===== config.mk =====
export PLATFORM = sky130hd
export DESIGN_NAME = cop_status_ctl
export DESIGN_NICKNAME = d
export VERILOG_FILES = /design/src/rtl/cop_status_pkg.sv /design/src/rtl/cop_wr_decode.sv /design/src/rtl/cop_flag_regs.sv /design/src/rtl/cop_rd_pack.sv /design/src/rtl/cop_status_ctl.sv
export SDC_FILE = /design/constraint.sdc
export NUM_CORES = 1
export LEC_CHECK = 0
export ABC_AREA = 1
export BUFFER_PORTS_ARGS = -buffer_cell sky130_fd_sc_hd__buf_2
export CAP_MARGIN = 10
export CORE_ASPECT_RATIO = 1.2
export CORE_MARGIN = 1.5
export CORE_UTILIZATION = 25
export CTS_CLUSTER_SIZE = 16
export DETAILED_ROUTE_END_ITERATION = 16
export GPL_TIMING_DRIVEN = 0
export PLACE_DENSITY = 0.62
export SYNTH_ARGS = -nofsm -noshare
export SYNTH_HDL_FRONTEND = slang
export SYNTH_SLANG_ARGS = --single-unit

===== constraint.sdc =====
create_clock -name clk -period 0.8 [get_ports clk]
set_input_delay 0.16 -clock clk [delete_from_list [all_inputs] [get_ports clk]]
set_output_delay 0.16 -clock clk [all_outputs]
set_load 0.005 [all_outputs]

===== src/rtl/cop_status_pkg.sv =====
package cop_status_pkg;

    // Write-word bit positions (host-visible encoding)
    localparam int WB_HALT_CLR  = 0;
    localparam int WB_HALT_SET  = 1;
    localparam int WB_BROKE_CLR = 2;
    localparam int WB_IRQ_CLR   = 3;
    localparam int WB_IRQ_SET   = 4;
    localparam int WB_SSTEP_CLR = 5;
    localparam int WB_SSTEP_SET = 6;
    localparam int WB_IBRK_CLR  = 7;
    localparam int WB_IBRK_SET  = 8;
    localparam int WB_SIG_BASE  = 9;   // signal n: clear at base+2n, set at base+2n+1

    // Read-word bit positions
    localparam int RB_HALT      = 0;
    localparam int RB_BROKE     = 1;
    localparam int RB_DMA_BUSY  = 2;
    localparam int RB_DMA_FULL  = 3;
    localparam int RB_IO_FULL   = 4;
    localparam int RB_SSTEP     = 5;
    localparam int RB_IBRK      = 6;
    localparam int RB_SIG_BASE  = 7;

    // Flat flag-vector index order used between decoder and register bank
    localparam int FI_HALT      = 0;
    localparam int FI_BROKE     = 1;
    localparam int FI_IRQ       = 2;
    localparam int FI_SSTEP     = 3;
    localparam int FI_IBRK      = 4;
    localparam int FI_SIG_BASE  = 5;
    localparam int NUM_CTRL     = 5;

    // Packed so that bit k matches flat index k
    typedef struct packed {
        logic ibrk;
        logic sstep;
        logic irq;
        logic broke;
        logic halt;
    } ctrl_t;

endpackage


===== src/rtl/cop_wr_decode.sv =====
module cop_wr_decode
    import cop_status_pkg::*;
#(
    parameter  int DATA_W  = 32,
    parameter  int NUM_SIG = 8,
    localparam int NFLAG   = NUM_CTRL + NUM_SIG,
    localparam int WR_USED = WB_SIG_BASE + 2 * NUM_SIG
) (
    input  logic [DATA_W-1:0] wr_data,
    output logic [NFLAG-1:0]  set_v,
    output logic [NFLAG-1:0]  clr_v
);

    logic unused_wr_hi;
    assign unused_wr_hi = ^wr_data[DATA_W-1:WR_USED];

    assign set_v[FI_HALT]  = wr_data[WB_HALT_SET];
    assign clr_v[FI_HALT]  = wr_data[WB_HALT_CLR];
    assign set_v[FI_BROKE] = 1'b0;                 // broke has no set bit
    assign clr_v[FI_BROKE] = wr_data[WB_BROKE_CLR];
    assign set_v[FI_IRQ]   = wr_data[WB_IRQ_SET];
    assign clr_v[FI_IRQ]   = wr_data[WB_IRQ_CLR];
    assign set_v[FI_SSTEP] = wr_data[WB_SSTEP_SET];
    assign clr_v[FI_SSTEP] = wr_data[WB_SSTEP_CLR];
    assign set_v[FI_IBRK]  = wr_data[WB_IBRK_SET];
    assign clr_v[FI_IBRK]  = wr_data[WB_IBRK_CLR];

    for (genvar g = 0; g < NUM_SIG; g++) begin : g_sig
        assign clr_v[FI_SIG_BASE+g] = wr_data[WB_SIG_BASE+2*g];
        assign set_v[FI_SIG_BASE+g] = wr_data[WB_SIG_BASE+2*g+1];
    end

endmodule


===== src/rtl/cop_flag_regs.sv =====
module cop_flag_regs
    import cop_status_pkg::*;
#(
    parameter  int NUM_SIG = 8,
    localparam int NFLAG   = NUM_CTRL + NUM_SIG
) (
    input  logic               clk,
    input  logic               rst_n,
    input  logic               wr_en,
    input  logic [NFLAG-1:0]   set_v,
    input  logic [NFLAG-1:0]   clr_v,
    input  logic               brk_pulse,
    output ctrl_t              ctrl_q,
    output logic [NUM_SIG-1:0] sig_q
);

    typedef struct packed {
        ctrl_t              ctrl;
        logic [NUM_SIG-1:0] sig;
    } state_t;

    // halt sits at bit NUM_SIG of the packed state
    localparam logic [NFLAG-1:0] RST_BITS = {{(NUM_CTRL-1){1'b0}}, 1'b1, {NUM_SIG{1'b0}}};

    state_t           st_d, st_q;
    logic [NFLAG-1:0] flat_q;
    logic [NFLAG-1:0] flat_wr;

    assign flat_q = {st_q.sig, st_q.ctrl};

    // Per-flag write rule: exactly one of set/clear acts, both or none hold
    for (genvar i = 0; i < NFLAG; i++) begin : g_flag
        assign flat_wr[i] = (wr_en && (set_v[i] ^ clr_v[i])) ? set_v[i] : flat_q[i];
    end

    always_comb begin
        st_d.ctrl = ctrl_t'(flat_wr[NUM_CTRL-1:0]);
        st_d.sig  = flat_wr[NFLAG-1:NUM_CTRL];
        if (brk_pulse) begin
            st_d.ctrl.halt  = 1'b1;
            st_d.ctrl.broke = 1'b1;
            if (st_q.ctrl.ibrk) begin
                st_d.ctrl.irq = 1'b1;
            end
        end
    end

    always_ff @(posedge clk) begin
        if (!rst_n) begin
            st_q <= state_t'(RST_BITS);
        end else begin
            st_q <= st_d;
        end
    end

    assign ctrl_q = st_q.ctrl;
    assign sig_q  = st_q.sig;

endmodule


===== src/rtl/cop_rd_pack.sv =====
module cop_rd_pack
    import cop_status_pkg::*;
#(
    parameter int DATA_W  = 32,
    parameter int NUM_SIG = 8
) (
    input  logic               halt,
    input  logic               broke,
    input  logic               sstep,
    input  logic               ibrk,
    input  logic [NUM_SIG-1:0] sig,
    input  logic               dma_busy,
    input  logic               dma_full,
    input  logic               io_full,
    output logic [DATA_W-1:0]  rd_word
);

    always_comb begin
        rd_word              = '0;
        rd_word[RB_HALT]     = halt;
        rd_word[RB_BROKE]    = broke;
        rd_word[RB_DMA_BUSY] = dma_busy;
        rd_word[RB_DMA_FULL] = dma_full;
        rd_word[RB_IO_FULL]  = io_full;
        rd_word[RB_SSTEP]    = sstep;
        rd_word[RB_IBRK]     = ibrk;
        for (int i = 0; i < NUM_SIG; i++) begin
            rd_word[RB_SIG_BASE+i] = sig[i];
        end
    end

endmodule


===== src/rtl/cop_status_ctl.sv =====
module cop_status_ctl
    import cop_status_pkg::*;
#(
    parameter  int DATA_W  = 32,
    parameter  int NUM_SIG = 8,
    localparam int NFLAG   = NUM_CTRL + NUM_SIG
) (
    input  logic              clk,
    input  logic              rst_n,
    input  logic              wr_en,
    input  logic [DATA_W-1:0] wr_data,
    output logic [DATA_W-1:0] rd_data,
    input  logic              dma_busy_i,
    input  logic              dma_full_i,
    input  logic              io_full_i,
    input  logic              brk_pulse_i,
    output logic              halt_o,
    output logic              sstep_o,
    output logic              host_irq_o
);

    logic [NFLAG-1:0]   set_v;
    logic [NFLAG-1:0]   clr_v;
    ctrl_t              ctrl_q;
    logic [NUM_SIG-1:0] sig_q;

    cop_wr_decode #(
        .DATA_W (DATA_W),
        .NUM_SIG(NUM_SIG)
    ) u_dec (
        .wr_data(wr_data),
        .set_v  (set_v),
        .clr_v  (clr_v)
    );

    cop_flag_regs #(
        .NUM_SIG(NUM_SIG)
    ) u_regs (
        .clk      (clk),
        .rst_n    (rst_n),
        .wr_en    (wr_en),
        .set_v    (set_v),
        .clr_v    (clr_v),
        .brk_pulse(brk_pulse_i),
        .ctrl_q   (ctrl_q),
        .sig_q    (sig_q)
    );

    cop_rd_pack #(
        .DATA_W (DATA_W),
        .NUM_SIG(NUM_SIG)
    ) u_pack (
        .halt    (ctrl_q.halt),
        .broke   (ctrl_q.broke),
        .sstep   (ctrl_q.sstep),
        .ibrk    (ctrl_q.ibrk),
        .sig     (sig_q),
        .dma_busy(dma_busy_i),
        .dma_full(dma_full_i),
        .io_full (io_full_i),
        .rd_word (rd_data)
    );

    assign halt_o     = ctrl_q.halt;
    assign sstep_o    = ctrl_q.sstep;
    assign host_irq_o = ctrl_q.irq;

endmodule


==> results of run 1 <==
## kinds of logic (layout without fill, tap and decap cells)
| kind of cell | count (synthesis) | in the layout | synth area share, % |
|---|---|---|---|
| buffers and inverters | 33 | 90 | 30.0 |
| and+or+nand+nor | 24 | 24 | 12.3 |
| DFF | 13 | 13 | 35.0 |
| other | 1 | 17 | 0.505 |
| AOI/OAI and AO/OA | 33 | 33 | 22.2 |
## worst max-delay path, cell delays in order, from the launching register on
cell	delay [ns]
dfxtp_2	0.34
buf_6	0.11
buf_6	0.10
## cell type report
cell class | instances | area [sq um] | area share [%]
multi-input combinational | 74 | 343 | 27.7
timing repair buffer | 55 | 333 | 26.9
sequential | 13 | 279 | 22.5
buffer | 25 | 193 | 15.6
tap | 34 | 42.5 | 3.43
clock buffer | 4 | 26.3 | 2.12
inverter | 6 | 22.5 | 1.82
## per-stage QoR
stage               setup TNS (ns)  power, mW
finish                       -1.44       1.52
global route                 -2.18       1.63
CTS                          -1.62       1.52
detailed placement           -2.25       1.05
global placement             -2.03       1.05
floorplan                        0      0.915
## where the power goes
| part | internal (mW) | total, mW | switching, mW |
|---|---|---|---|
| registers | 0.685 | 0.707 | 0.0211 |
| logic | 0.234 | 0.400 | 0.166 |
| clock network | 0.193 | 0.413 | 0.219 |
## sequential cells by signal, summed over array words and instances, names as in the netlist
name / flops
u_regs.ctrl_q: 5
u_regs.sig_q: 8
## cell usage in the layout, fill, tap and decap left out, drive strengths merged
master  instances
dfxtp          13
clkbuf          6
o21ai          21
nand2          11
conb           17
a21oi          12
inv             6
nand3           1
buf            78
nor2           12
## per-layer routing
metal  GRT usage [%]  vias up
met4            5.77        0
met1            12.1      359
li1                -      444
met5               0        -
met3            2.63        4
met2            19.5       44
## repair_timing
| item | 4_1_cts | 5_1_grt |
|---|---|---|
| setup buffers | 7 | 2 |
| hold buffers | 0 | 0 |
| pin swaps | 0 | 6 |
| hold endpoints to repair | 0 | 0 |
| endpoints found under the setup margin | 15 | 20 |
| resized for setup | 20 | 10 |
## how the worst max path moves through the flow
| stage | from | to |
|---|---|---|
| finish | u_regs.ctrl_q[0] | rd_data[0] |
| global route | u_regs.ctrl_q[0] | rd_data[0] |
| CTS | u_regs.ctrl_q[0] | rd_data[0] |
| detailed placement | rst_n | u_regs.ctrl_q[3] |
| global placement | rst_n | u_regs.ctrl_q[3] |
| floorplan | u_regs.ctrl_q[2] | u_regs.ctrl_q[2] |
==> metrics.md, run 1 <==
| Metric | Value |
|---|---|
| Status | `complete, but fails checks` |
| Violated checks | `setup timing` |
| Diodes inserted | `0` |
| Post-DR vias/cell | `4.03` |
| Worst-margin pin slew | `0.515 ns` |
| Peak supply drop | `0.000517 V` |
| Flop2flop setup slack | `-0.02 ns` |
| Area of the core | `0.00281 sq mm` |
| Reg2reg start | `u_regs.ctrl_q[4]` |
| TritonCTS clock tree | `built` |
| Most common cell in the netlist | `buf_4` |
| Placed instance area | `0.00108 sq mm` |
| Clock tree sinks | `13` |
| Cells after Synth | `104` |
| DRC viols | `0` |
| Met2 WL post-DR | `a little under 1000 um` |
| Number of synthesized flops with an enable pin | `0` |
| Hold Path Depth | `3` |
| Largest net degree at the start of global routing | `11` |
| # IOs | `74` |
| FF+latch count, synth | `13` |
| Post-route ant nets | `0` |
| Cell count of the worst reg-to-reg path | `3` |
| Layout cells sized above 1 | `58.2%` |
| Final Wtd Congestion | `0.645` |
| Final nets | `between 200 and 250` |
| Critical Path AT | `0.82 ns` |
| Starting Density | `26.4%` |
| Yosys top cell area share | `a little over a third` |
| Cell Pwr Density | `1230 mW/mm^2` |
| H-tree depth | `1` |
| Synth area leaders | `dfxtp_1 35%, buf_4 24%, a21oi_1 8.1%` |
| DP HPWL | `1320 um` |
| Max-cap violations | `0` |
| Wire length on met3 | `179 um` |
| Post-synth top area cell | `dfxtp_1` |
| DRT iter0 DRCs | `5` |
| Crit path capture type | `output pin` |
| R2R Path End | `u_regs.ctrl_q[4]` |
| Vias in the first global route | `715` |
| PortBufs | `46` |
| Final period util | `123%` |
| CP Max Fanout | `3` |
| Fmax achieved | `1020 MHz` |
| Dpl cells | `200` |
| Initial antenna violation count | `0` |
| Gr usage total | `11.2%` |
| Post-route insts no fill | `211` |
| Unrepaired setup endpoints after global routing | `true` |
| Synth warn | `0` |
| Slew HR | `65.7%` |
| First-pass GRT wire length | `2790 um` |
| Synth top cells by count | `24 x buf_4, 13 x dfxtp_1, 12 x a21oi_1, 12 x nor2_1` |
| Post-place setup slack | `-0.217 ns` |
| Ys async rst share | `0%` |
| Total CTS buffers | `3` |
| Clock transition at path regs | `0.08 ns` |
| Mean Syn Cell Area | `7.15 sq um` |
| PnR worst setup slack | `-0.183 ns` |
| CP required | `0.64 ns` |
| Root Driver | `clkbuf_4` |
| Per-cell routed wire length | `approximately 9 um` |
| Worst setup path category | `register to output pin` |
| Die width | `roughly 53 um` |
| Routed vias | `851` |
| Dominant register cell in the synthesized netlist | `dfxtp_1` |
| Worst setup SP type | `register` |
| P_leak | `0.673 nW` |
| Post-Syn Area | `743 sq um` |
| DIE AREA | `0.00331 sq mm` |
| 1st-pass router iterations | `2` |
| Clk buf depth | `2` |
| Die Y-Extent | `62.7 um` |
| HP Start | `wr_data[1]` |
| Finished Cell Area | `0.00124 sq mm` |
| Hold EP | `u_regs.ctrl_q[0]` |
| Worst skew pair latency | `0.28 ns` |
| Util after Layout | `44.1%` |
| Worst min-delay path class | `input port to register` |
| Final setup fails | `17` |
| Met1 WL | `roughly 720 um` |
| Max Slew Vio Count | `0` |
| Uppermost layer routed | `met4` |
| # fillers | `292` |
| Cell variety after synth | `14` |
| Grt ovf | `0` |
| Final hold slack | `0.0877 ns` |
| Clk_skew | `0.000820 ns` |
| Final wirelength | `about 1900 um` |
| Synth-to-Final Area Change | `66.7%` |
| Min Tclk post-route | `0.983 ns` |
| FP Rows | `21` |
| Sequential area share after synthesis | `35.0%` |
| Final hold violations | `0` |
No activity file was read; power rests on OpenSTA's default activity.
==> inputs of run 2 (changes only) <==
Settings changed: PLACE_DENSITY 0.62 to unset.
==> metrics.md, run 2 (synthesis results as in run 1) <==
| Metric | Value |
|---|---|
| Status | `complete, but fails checks` |
| Violated checks | `setup timing` |
| Post-route insts no fill | `213 (+0.95%)` |
| Layout cells sized above 1 | `59.8% (+1.6 points)` |
| PnR worst setup slack | `-0.167 ns (+0.0160 ns)` |
| Met1 WL | `789 um (+9.0%)` |
| Worst setup path category | `register to output pin` |
| Initial antenna violation count | `0 (unchanged)` |
| P_leak | `0.684 nW (+1.8%)` |
| Post-DR vias/cell | `4.01 (-0.59%)` |
| Final nets | `219 (+0.92%)` |
| Flop2flop setup slack | `-0.03 ns (about the same)` |
| Final hold violations | `0 (unchanged)` |
| Clock transition at path regs | `0.08 ns (about the same)` |
| DRT iter0 DRCs | `5 (unchanged)` |
| Die Y-Extent | `62.7 um (unchanged)` |
| Setup crit start | `u_regs.ctrl_q[3]` |
| Slowest CP cell | `dfxtp_2` |
| Clock tree sinks | `13 (unchanged)` |
| Reg2reg start | `u_regs.ctrl_q[2]` |
| Clk buf depth | `2 (unchanged)` |
| # IOs | `74 (unchanged)` |
| Crit-path most repeated cell | `buf_6` |
| Critical path buffers and inverters | `2 (unchanged)` |
| Worst-margin pin slew | `0.535 ns (+0.0201 ns)` |
| Root Driver | `clkbuf_4` |
| Util after Layout | `45.0% (+0.93 points)` |
| Per-cell routed wire length | `9.30 um (+3.6%)` |
| Area of the core | `0.00281 sq mm (unchanged)` |
| CP Max Fanout | `3 (unchanged)` |
| Die width | `52.8 um (unchanged)` |
| Worst min-delay path class | `input port to register` |
| Crit path capture type | `output pin` |
| Unrepaired setup endpoints after global routing | `true` |
| Worst skew pair latency | `0.27 ns (about the same)` |
| Vias in the first global route | `687 (-3.9%)` |
| Peak supply drop | `0.000552 V (+6.9%)` |
| Max Slew Vio Count | `0 (unchanged)` |
| Uppermost layer routed | `met4` |
| CP required | `0.64 ns (about the same)` |
| Hold-fix buffer count after cts | `0 (unchanged)` |
| First-pass GRT wire length | `2680 um (-3.9%)` |
| Post-route ant nets | `0 (unchanged)` |
| Final hold slack | `0.0937 ns (+0.00600 ns)` |
| Post-place setup slack | `-0.183 ns (+0.0347 ns)` |
| 1st-pass router iterations | `3 (+1)` |
| Most frequent cells in the layout | `40 x buf_2, 30 x buf_4, 17 x conb_1` |
| Clk_skew | `0.00195 ns (+0.00113 ns)` |
| Max-cap violations | `0 (unchanged)` |
| Critical path's largest stage delay | `0.33 ns (about the same)` |
| Gr usage total | `10.9% (-0.29 points)` |
| TritonCTS clock tree | `built` |
| H-tree depth | `1 (unchanged)` |
| Critical path's top delay family | `flip-flops` |
| DIE AREA | `0.00331 sq mm (unchanged)` |
| DP HPWL | `1390 um (+5.0%)` |
| PortBufs | `46 (unchanged)` |
| Met2 WL post-DR | `1010 um (+4.1%)` |
| Synth-to-Final Area Change | `70.2%` |
| Final Wtd Congestion | `0.621 (-3.7%)` |
| Worst setup SP type | `register` |
| # fillers | `299 (+2.4%)` |
| CP Cell Sequence | `buf_6 -> buf_6` |
| Setup TNS | `-1.24 ns (+0.208 ns)` |
| Total CTS buffers | `3 (unchanged)` |
| Slew HR | `64.3% (-1.3 points)` |
| Wire length on met3 | `171 um (-4.5%)` |
| Commonest non-fill, non-tap cell in the layout | `buf_2` |
| Diodes inserted | `0 (unchanged)` |
| Finished Cell Area | `0.00126 sq mm (+2.1%)` |
| FP Rows | `21 (unchanged)` |
| Final period util | `121% (-2.0 points)` |
| Largest net degree at the start of global routing | `11 (unchanged)` |
| Cell Pwr Density | `1200 mW/mm^2 (-2.1%)` |
| Overall Power | `1.52 mW (about the same)` |
| Placed instance area | `0.00108 sq mm (unchanged)` |
| DRC viols | `0 (unchanged)` |
| Routed vias | `854 (+0.35%)` |
| Grt ovf | `0 (unchanged)` |
| Fmax achieved | `1030 MHz (+1.7%)` |
| Dpl cells | `200 (unchanged)` |
| Max reg flops | `8 (unchanged)` |
| Final setup fails | `16 (-1)` |
| HP Start | `wr_data[1]` |
| Starting Density | `26.4% (unchanged)` |
| Min Tclk post-route | `0.967 ns (-0.0160 ns)` |
| Final wirelength | `1980 um (+4.6%)` |
| Critical Path AT | `0.81 ns (about the same)` |
run 2: changes by cell type in the layout (fill, tap and decap cells not counted), sizes merged:
| cell | change |
|---|---|
| buf | +2 |
run 2: final cells by class:
cell class                      count  area [sq um]  share of cell area (%)
Inverter                            6          22.5                    1.78
Multi-Input combinational cell     74           350                    27.7
Clock buffer                        4          26.3                    2.08
Buffer                             25           193                    15.2
Timing Repair Buffer               57           354                    28.0
Sequential cell                    13           277                    21.9
Tap cell                           34          42.5                    3.36
run 2: worst register-to-register path: stages, from the launching register on:
cell and delay (ns):
dfxtp_2 0.33, buf_6 0.11, inv_2 0.04, nand2_1 0.04, nand2_1 0.06, nand3_1 0.06
nand2_1 0.06, inv_1 0.03
run 2: per-layer routing:
metal	global-route usage, %	vias up
li1	-	449
met1	10.8	363
met2	19.5	40
met3	3.35	2
met4	5.77	0
met5	0	-
run 2: power breakdown:
part           switching (mW)  internal, mW
clock network           0.199         0.193
logic                   0.174         0.244
registers              0.0212         0.688
run 2: repair_timing:
item | 4_1_cts | 5_1_grt
pin swaps | 0 | 6
gates cloned | 0 | 0
setup endpoints to repair | 15 | 21
gates resized for setup | 20 | 12
setup buffers | 7 | 4
run 2: worst paths after layout:
check / endpoint / cells after the start
max: rd_data[5] / 2
min: u_regs.ctrl_q[0] / 3
max reg2reg: u_regs.ctrl_q[2] / 7
min reg2reg: u_regs.ctrl_q[1] / 2
